### src/rtl/ivc_pkg.sv
package ivc_pkg;
  localparam int SRC_W       = 5;
  localparam int NUM_SRC     = 1 << SRC_W;
  localparam int BASE_W      = 3;
  localparam int VEC_W       = SRC_W + BASE_W;
  localparam int NUM_SERIAL  = 4;
  localparam int SPREAD_STEP = 8;
  localparam int CFG_W       = SRC_W + BASE_W + 1;
  localparam logic [VEC_W-1:0] UNINIT_VEC = 8'h0F;

  localparam logic [1:0] ADDR_CFG  = 2'd0;
  localparam logic [1:0] ADDR_PEND = 2'd1;
  localparam logic [1:0] ADDR_MASK = 2'd2;

  typedef struct packed {
    logic cfgWr;
    logic pendClr;
    logic maskWr;
    logic ackTake;
  } strobe_t;

  // Source held in a table slot; slot 0 ranks highest.
  function automatic logic [SRC_W-1:0] slotSrc(int slot, logic spread);
    int nSer;
    int k;
    if (!spread) return SRC_W'(NUM_SRC - 1 - slot);
    if ((slot % SPREAD_STEP) == 0 && (slot / SPREAD_STEP) < NUM_SERIAL)
      return SRC_W'(NUM_SRC - 1 - slot / SPREAD_STEP);
    nSer = slot / SPREAD_STEP + 1;
    if (nSer > NUM_SERIAL) nSer = NUM_SERIAL;
    k = slot - nSer;
    return SRC_W'(NUM_SRC - 1 - NUM_SERIAL - k);
  endfunction
endpackage

### src/rtl/ivc_ctrl.sv
module ivc_ctrl
  import ivc_pkg::*;
(
  input  logic       clk,
  input  logic       rstN,
  input  logic       wrEn,
  input  logic [1:0] addr,
  input  logic       ackReq,
  output strobe_t    strobe,
  output logic       ackVld
);
  always_comb begin
    strobe.cfgWr   = wrEn && (addr == ADDR_CFG);
    strobe.pendClr = wrEn && (addr == ADDR_PEND);
    strobe.maskWr  = wrEn && (addr == ADDR_MASK);
    strobe.ackTake = ackReq;
  end

  always_ff @(posedge clk or negedge rstN) begin
    if (!rstN) ackVld <= 1'b0;
    else       ackVld <= ackReq;
  end
endmodule

### src/rtl/ivc_datapath.sv
module ivc_datapath
  import ivc_pkg::*;
(
  input  logic               clk,
  input  logic               rstN,
  input  strobe_t            strobe,
  input  logic [1:0]         addr,
  input  logic [NUM_SRC-1:0] wrData,
  input  logic [NUM_SRC-1:0] req,
  input  logic [NUM_SRC-1:0] hasEvt,
  output logic [NUM_SRC-1:0] rdData,
  output logic [NUM_SRC-1:0] pend,
  output logic [NUM_SRC-1:0] mask,
  output logic               baseWritten,
  output logic [VEC_W-1:0]   ackVec,
  output logic               intOut
);
  logic [SRC_W-1:0]   topSrc;
  logic [BASE_W-1:0]  vecBase;
  logic               spread;
  logic [NUM_SRC-1:0] active;
  logic [NUM_SRC-1:0] pendNext;
  logic [SRC_W-1:0]   win;
  logic               found;

  assign active = pend & mask;
  assign intOut = |active;

  always_comb begin
    win   = '0;
    found = 1'b0;
    for (int s = NUM_SRC - 2; s >= 0; s--) begin
      if (active[slotSrc(s, spread)]) begin
        win   = slotSrc(s, spread);
        found = 1'b1;
      end
    end
    if (topSrc != '0 && active[topSrc]) begin
      win   = topSrc;
      found = 1'b1;
    end
  end

  always_comb begin
    for (int i = 0; i < NUM_SRC; i++) begin
      if (hasEvt[i])
        pendNext[i] = req[i];
      else
        pendNext[i] = req[i] |
          (pend[i] & ~(strobe.pendClr & wrData[i])
                   & ~(strobe.ackTake & found & (win == SRC_W'(i))));
    end
    pendNext[0] = 1'b0;
  end

  always_ff @(posedge clk or negedge rstN) begin
    if (!rstN) begin
      pend        <= '0;
      mask        <= '0;
      topSrc      <= '1;
      vecBase     <= '0;
      spread      <= 1'b0;
      baseWritten <= 1'b0;
      ackVec      <= '0;
    end else begin
      pend <= pendNext;
      if (strobe.maskWr) mask <= wrData;
      if (strobe.cfgWr) begin
        topSrc      <= wrData[SRC_W-1:0];
        vecBase     <= wrData[SRC_W+BASE_W-1:SRC_W];
        spread      <= wrData[CFG_W-1];
        baseWritten <= 1'b1;
      end
      if (strobe.ackTake)
        ackVec <= baseWritten ? {vecBase, (found ? win : SRC_W'(0))} : UNINIT_VEC;
    end
  end

  always_comb begin
    unique case (addr)
      ADDR_CFG:  rdData = NUM_SRC'({spread, vecBase, topSrc});
      ADDR_PEND: rdData = pend;
      ADDR_MASK: rdData = mask;
      default:   rdData = '0;
    endcase
  end
endmodule

### src/rtl/irq_vector_ctrl.sv
module irq_vector_ctrl
  import ivc_pkg::*;
(
  input  logic               clk,
  input  logic               rstN,
  input  logic               wrEn,
  input  logic [1:0]         addr,
  input  logic [NUM_SRC-1:0] wrData,
  output logic [NUM_SRC-1:0] rdData,
  input  logic [NUM_SRC-1:0] req,
  input  logic [NUM_SRC-1:0] hasEvt,
  input  logic               ackReq,
  output logic               ackVld,
  output logic [VEC_W-1:0]   ackVec,
  output logic               intOut
);
  strobe_t            strobe;
  logic [NUM_SRC-1:0] pend;
  logic [NUM_SRC-1:0] mask;
  logic               baseWritten;

  ivc_ctrl ctrl_i (
    .clk(clk), .rstN(rstN), .wrEn(wrEn), .addr(addr),
    .ackReq(ackReq), .strobe(strobe), .ackVld(ackVld)
  );

  ivc_datapath dp_i (
    .clk(clk), .rstN(rstN), .strobe(strobe), .addr(addr),
    .wrData(wrData), .req(req), .hasEvt(hasEvt), .rdData(rdData),
    .pend(pend), .mask(mask), .baseWritten(baseWritten),
    .ackVec(ackVec), .intOut(intOut)
  );
endmodule

### config.mk
export PLATFORM = sky130hd
export DESIGN_NAME = irq_vector_ctrl
export DESIGN_NICKNAME = d
export VERILOG_FILES = /design/src/rtl/ivc_pkg.sv /design/src/rtl/ivc_ctrl.sv /design/src/rtl/ivc_datapath.sv /design/src/rtl/irq_vector_ctrl.sv
export SDC_FILE = /design/constraint.sdc
export NUM_CORES = 1
export LEC_CHECK = 0
export ABC_CLOCK_PERIOD_IN_PS = 3650
export BUFFER_PORTS_ARGS = -buffer_cell sky130_fd_sc_hd__buf_4
export CORE_MARGIN = 5
export CORE_UTILIZATION = 55
export CTS_BUF_LIST = sky130_fd_sc_hd__clkbuf_8
export DETAILED_ROUTE_END_ITERATION = 16
export PLACE_DENSITY_LB_ADDON = 0.1
export SLEW_MARGIN = 20
export SYNTH_ARGS = -nofsm -noshare
export SYNTH_HDL_FRONTEND = slang
export SYNTH_SLANG_ARGS = --single-unit
export TNS_END_PERCENT = 5
### constraint.sdc
create_clock -name clk -period 3.65 [get_ports clk]
set_clock_uncertainty 0.05 [all_clocks]
set_input_delay 0.1825 -clock clk [delete_from_list [all_inputs] [get_ports clk]]
set_output_delay 0.1825 -clock clk [all_outputs]
set_load 0.03 [all_outputs]
# After elaboration in Yosys (flattened, before gate mapping)

Index checks and enable logic that the tools add are counted.
Widths: inputs -> output; s select.

Mux-type cells: 286
Bitwise logic cells: 219
Eq/ne operators: 33
$lt $le $gt $ge: 26
Reduce and logical (&&, ||, !) cells: 7

Operators by type and width:

| operator           | number |
|---|---|
| $mux 5             | 105 |
| $mux 1             | 133 |
| $bmux 1 s5         | 26 |
| $and 1x1->1        | 125 |
| $lt 5x6->1 const B | 19 |
| $pmux 32 s3        | 1 |
| $eq 5x5->1 const B | 16 |
| $not 1->1          | 62 |
| $lt 4x6->1 const B | 7 |
| $eq 5x4->1 const B | 8 |
| $and 32x32->32     | 1 |
| $reduce_or 32->1   | 1 |
| $or 1x1->1         | 31 |
| $mux 4             | 6 |
| $eq 5x3->1 const B | 4 |
| $mux 3             | 6 |
| $mux 2             | 8 |
| $eq 5x2->1 const B | 2 |
| $mux 8             | 1 |
| $eq 5x1->1 const B | 1 |
| $reduce_bool 5->1  | 1 |
| $logic_and 1x1->1  | 4 |
| $eq 2x1->1 const B | 1 |
| $eq 2x2->1 const B | 1 |
| $logic_not 2->1    | 1 |

Flip-flop bits (word level): 82
Input port bits: 102

# Longest topological paths before layout

Depth after elaboration: 42
Gate-level depth with buffers: 11
Mapped depth without buffers: 8

# Hierarchy

From an unflattened synthesis, not the netlist that was laid out.

Cell total of the unflattened synthesis: 602
Area, all modules: 5472.7 um^2

By module, submodules not included:

| module       | instances | cells an instance | area an instance (um^2) | sequential area each (um^2) |
|---|---|---|---|---|
| ivc_datapath | 1         | 597               | 5410.2                  | 2033.2 |
| ivc_ctrl     | 1         | 5                 | 62.6                    | 25.0 |

# Least setup slack after synthesis

Ideal clock, no wire load.

Path kind: reg-to-reg
Start point: register dp_i.topSrc[0]
End point: register dp_i.pend[1]
Setup time: 0.120 ns
Data required time: 3.480 ns
Arrival time: 2.477 ns
Stages on the path, launching flop included: 10
Setup slack: 1.003 ns
Period minus slack after synthesis: 2.647 ns
Cells stage by stage: dfstp_2 > buf_6 > nand4b_1 > and4b_1 > a311o_1 > and3b_4 > or3_4 > a211oi_4 > o211ai_1 > a41o_1

Longest elaborated chain between the ends: 10

RTL lines:

| item                                             | line               | source |
|---|---|---|
| start, declared                                  | ivc_datapath.sv:18 | `logic [SRC_W-1:0] topSrc;` |
| start signal, assigned                           | ivc_datapath.sv:69 | `topSrc <= wrData[SRC_W-1:0];` |
| $bmux 1 s5                                       | ivc_datapath.sv:38 | `if (topSrc != '0 && active[topSrc]) begin` |
| $mux 1 (implied by the code)                     | ivc_datapath.sv:38 |  |
| $logic_and 1x1->1                                | ivc_datapath.sv:38 |  |
| $mux 5 / $mux 1 (equally long branches)          | ivc_datapath.sv:38 |  |
| $eq 5x1->1 / $and 1x1->1 (equally long branches) | -                  |  |
| $and 1x1->1 (*)                                  | ivc_datapath.sv:51 | `& ~(strobe.ackTake & found & (win == SRC_W'(i))));` |
| $not 1->1 (*)                                    | ivc_datapath.sv:51 |  |
| $and 1x1->1 (*)                                  | ivc_datapath.sv:51 |  |
| $or 1x1->1 (*)                                   | ivc_datapath.sv:49 | `pendNext[i] = req[i] \|` |
| $mux 1 (*)                                       | ivc_datapath.sv:46 | `if (hasEvt[i])` |
| net dp_i.pendNext[1]                             | ivc_datapath.sv:22 | `logic [NUM_SRC-1:0] pendNext;` |
| end signal, assigned                             | ivc_datapath.sv:66 | `pend <= pendNext;` |
| end, declared                                    | ivc_datapath.sv:12 | `output logic [NUM_SRC-1:0] pend,` |

The timed path passes the listed nets; every way through them passes the cells marked *. The select of a mux whose other input is x is not followed.
A chain may end at the register's enable or synchronous reset.

# Worst setup path after layout

Start point: register dp_i.spread
End point: register dp_i.pend[5]

Longest elaborated chain between the ends: 41

RTL lines:

| item                   | line                         | source |
|---|---|---|
| start, declared        | ivc_datapath.sv:20           | `logic spread;` |
| start signal, assigned | ivc_datapath.sv:71           | `spread <= wrData[CFG_W-1];` |
| $mux 1                 | ivc_pkg.sv:26, ivc_pkg.sv:27 |  |
| $mux 1                 | ivc_datapath.sv:33           | `if (active[slotSrc(s, spread)]) begin` |
| $mux 5                 | ivc_pkg.sv:27                | `if ((slot % SPREAD_STEP) == 0 && (slot / SPREAD_STEP) < NUM_SERIAL)` |
| $mux 5 (31 in a row)   | ivc_datapath.sv:33           |  |
| $mux 5                 | ivc_datapath.sv:38           |  |
| $eq 5x3->1             | ivc_datapath.sv:51           |  |
| $and 1x1->1 (*)        | ivc_datapath.sv:51           |  |
| $not 1->1 (*)          | ivc_datapath.sv:51           |  |
| $and 1x1->1 (*)        | ivc_datapath.sv:51           |  |
| $or 1x1->1 (*)         | ivc_datapath.sv:49           |  |
| $mux 1 (*)             | ivc_datapath.sv:46           |  |
| net dp_i.pendNext[5]   | ivc_datapath.sv:22           |  |

Marks and branches as above.

==> results.py <==
metrics = {
    "cells_and_area": {
        "drive_gt1_share_pct": 32.53,
        "nets": 890,
        "n_antenna_cell": 0,
        "area_growth_pct": 36.43,
    },
    "floorplan": {
        "start_util_pct": 55.79,
        "die_y_um": 109.1,
        "fp.coreArea_sq_um": 9684,
        "die_area_sq_um": 11910,
        "top_level_ports": 144,
        "fp-row-count": 36,
        "die_x_um": 109.1,
    },
    "yosys": {
        "yosys_warnings": 0,
        "ys_top_cells_by_count": "nand2_1, dfrtp_1, mux2_2",
        "synthFlopType": "dfrtp_1",
        "synth_edf_count": 0,
        "synth_area_leaders": "dfrtp_1, mux2_2, nand2_1",
        "syn_inst": 591,
        "synthArstFlopShare_pct": 100.0,
        "syn_avg_cell_area_sq_um": 9.142,
        "netlist.area_leader.share_pct": 35.66,
        "synth-seq-cells": 82,
        "yosysMostFrequentCell": "nand2_1",
        "yosys.cell_types.count": 69,
        "syn-num-nets": 693,
        "netlist_area_sq_um": 5403,
        "yosysTopAreaCell": "dfrtp_1",
        "ys_seq_area_share_pct": 38.10,
    },
    "placed_design": {
        "pre_cts_ws_ns": 0.3578,
        "hpwl_mm": 15.23,
        "io_buffers": 141,
        "gp_congestion": 0.9977,
    },
    "worst_hold_path": {
        "hold_path.class": "input port to register",
    },
    "timing": {
        "setup_viol_count_final": 0,
        "hold_viol": 0,
        "setup_ws_ns": 0.2678,
        "maxSlewViolCount": 0,
        "slew-limit-headroom_pct": 34.02,
        "tightest_slew_ns": 0.9854,
        "hold_ws_ns": 0.007946,
        "min_period_ns": 3.382,
        "max_freq_mhz": 295.7,
        "period_share_pct": 92.66,
        "rsz0062_at_grt": "no",
        "setup_tns_ns": 0,
    },
    "power": {
        "finalPower_mw": 3.768,
        "p_per_area_nw_per_um2": 511.2,
        "cellLeakagePower_nw": 3.348,
        "ir_drop_v": 0.0003030,
    },
    "clocking": {
        "numCtsBuffers": 9,
        "clock-sinks": 82,
        "cts_tree": "built",
        "cts_setup_buffers": 0,
        "clk_pin_slew_ns": 0.08,
        "clk_latency_ns": 0.37,
        "clockBufferDepth": 2,
        "cts_max_level": 3,
        "cts_root_buf": "clkbuf_8",
    },
    "detailed_routing": {
        "drc": 0,
        "top_layer_used": "met4",
        "ant_nets": 0,
        "met3_length_mm": 1.991,
        "dr.pass1.iters": 8,
        "drt-vias-per-instance": 6.391,
        "vias": 5918,
        "drt-met1-wl_mm": 8.230,
        "finalWirelength_mm": 20.64,
        "drtIter0Drc": 528,
        "wl_met2_mm": 9.753,
        "avgRoutedWirePerCell_um": 22.29,
    },
    "global_route": {
        "grt_max_degree": 83,
        "grt_remaining_overflow": 0,
        "grt_pass1_vias": 5878,
        "track_usage_pct": 35.03,
        "antenna_found_initial": 0,
        "grt_pass1_wl_mm": 31.58,
    },
    "critical_path": {
        "path_class": "register to register",
        "worstPathArrival_ns": 3.61,
        "start_kind": "register",
        "cp_max_fo": 18,
        "endpoint_kind": "register",
        "cp_data_required_time_ns": 3.88,
    },
    "status": {
        "outcome": "complete, no violations",
    },
    "job": {
        "maxCapViolCount": 0,
    },
}
-- critical path, stage by stage (launching register included) --
cell      delay [ns]
dfrtp_1         0.75
a21boi_0        0.35
a31oi_1         0.06
or4b_1          0.49
a311oi_2        0.64
buf_4           0.23
nor3_1          0.04
o21bai_1        0.34
a41oi_1         0.34
-- power breakdown --
part,switching (mW),internal [mW]
sequential,0.205,1.06
clock,0.339,0.445
combinational,0.977,0.741
-- through the flow --
stage | instances | utilization, % | cell area [sq um]
final | 926 | 76.11 | 7371
after global routing | 926 | 76.11 | 7371
after CTS | 924 | 75.87 | 7347
after detailed placement | 881 | 70.71 | 6848
after global placement | 881 | 70.71 | 6848
after floorplan | 591 | - | 5403
-- layout make-up --
type,instances,area (sq um)
inverters,39,146.4
fillers,640,2313
multi-input cells,439,3065
flip-flops and latches,82,2058
clock buffers,9,123.9
well taps,133,166.4
repair buffers,217,1705
clock inverters,7,105.1
-- routing by layer --
metal / global-route usage (%) / vias up
li1: - / 2643
met1: 45.89 / 2830
met2: 56.62 / 387
met3: 7.342 / 58
met4: 13.98 / 0
met5: 0 / -
-- registers in the layout, summed over array words and instances, names as in the netlist --
register,count
dp_i.topSrc,5
dp_i.pend,31
dp_i.mask,32
dp_i.vecBase,3
ctrl_i.ackVld,1
dp_i.ackVec,8
dp_i.baseWritten,1
dp_i.spread,1
-- cells in the final DEF (no fill, tap or decap), drive strengths merged, types with 24 or more instances in the layout --
cell and count:
buf 188, a22o 30, a31oi 28, mux2 40
dlygate4sd3 29, o21ai 25, nand2 87, dfrtp 77
inv 42, nand3 24
-- path summary, 6_finish.rpt --
check | start | end | slack, ns | cells after the start
worst max-delay path | dp_i.spread | dp_i.pend[5] | 0.27 | 8
worst min-delay path | wrData[31] | dp_i.mask[31] | 0.008 | 2
worst max register to register | dp_i.spread | dp_i.pend[5] | 0.27 | 8
worst min register to register | dp_i.ackVec[2] | dp_i.ackVec[2] | 0.47 | 1
max in group asynchronous | rstN | dp_i.pend[15] | 2.66 | 2
min in group asynchronous | rstN | dp_i.vecBase[2] | 0.38 | 2
-- kinds of logic (layout without fill, tap and decap cells) --
kind of cell	count (synthesis)	after routing	synth area share (%)
and+or+nand+nor	192	192	17.88
DFF	82	82	38.10
buffers and inverters	70	272	5.303
AOI/OAI and AO/OA	197	197	28.30
muxes	50	50	10.42
-- what timing repair did --
action	4_1_cts	5_1_grt
resized for setup	0	0
hold buffers	27	2
endpoints found under the hold margin	103	2
Note: power is estimated with default switching activity, not from simulation.
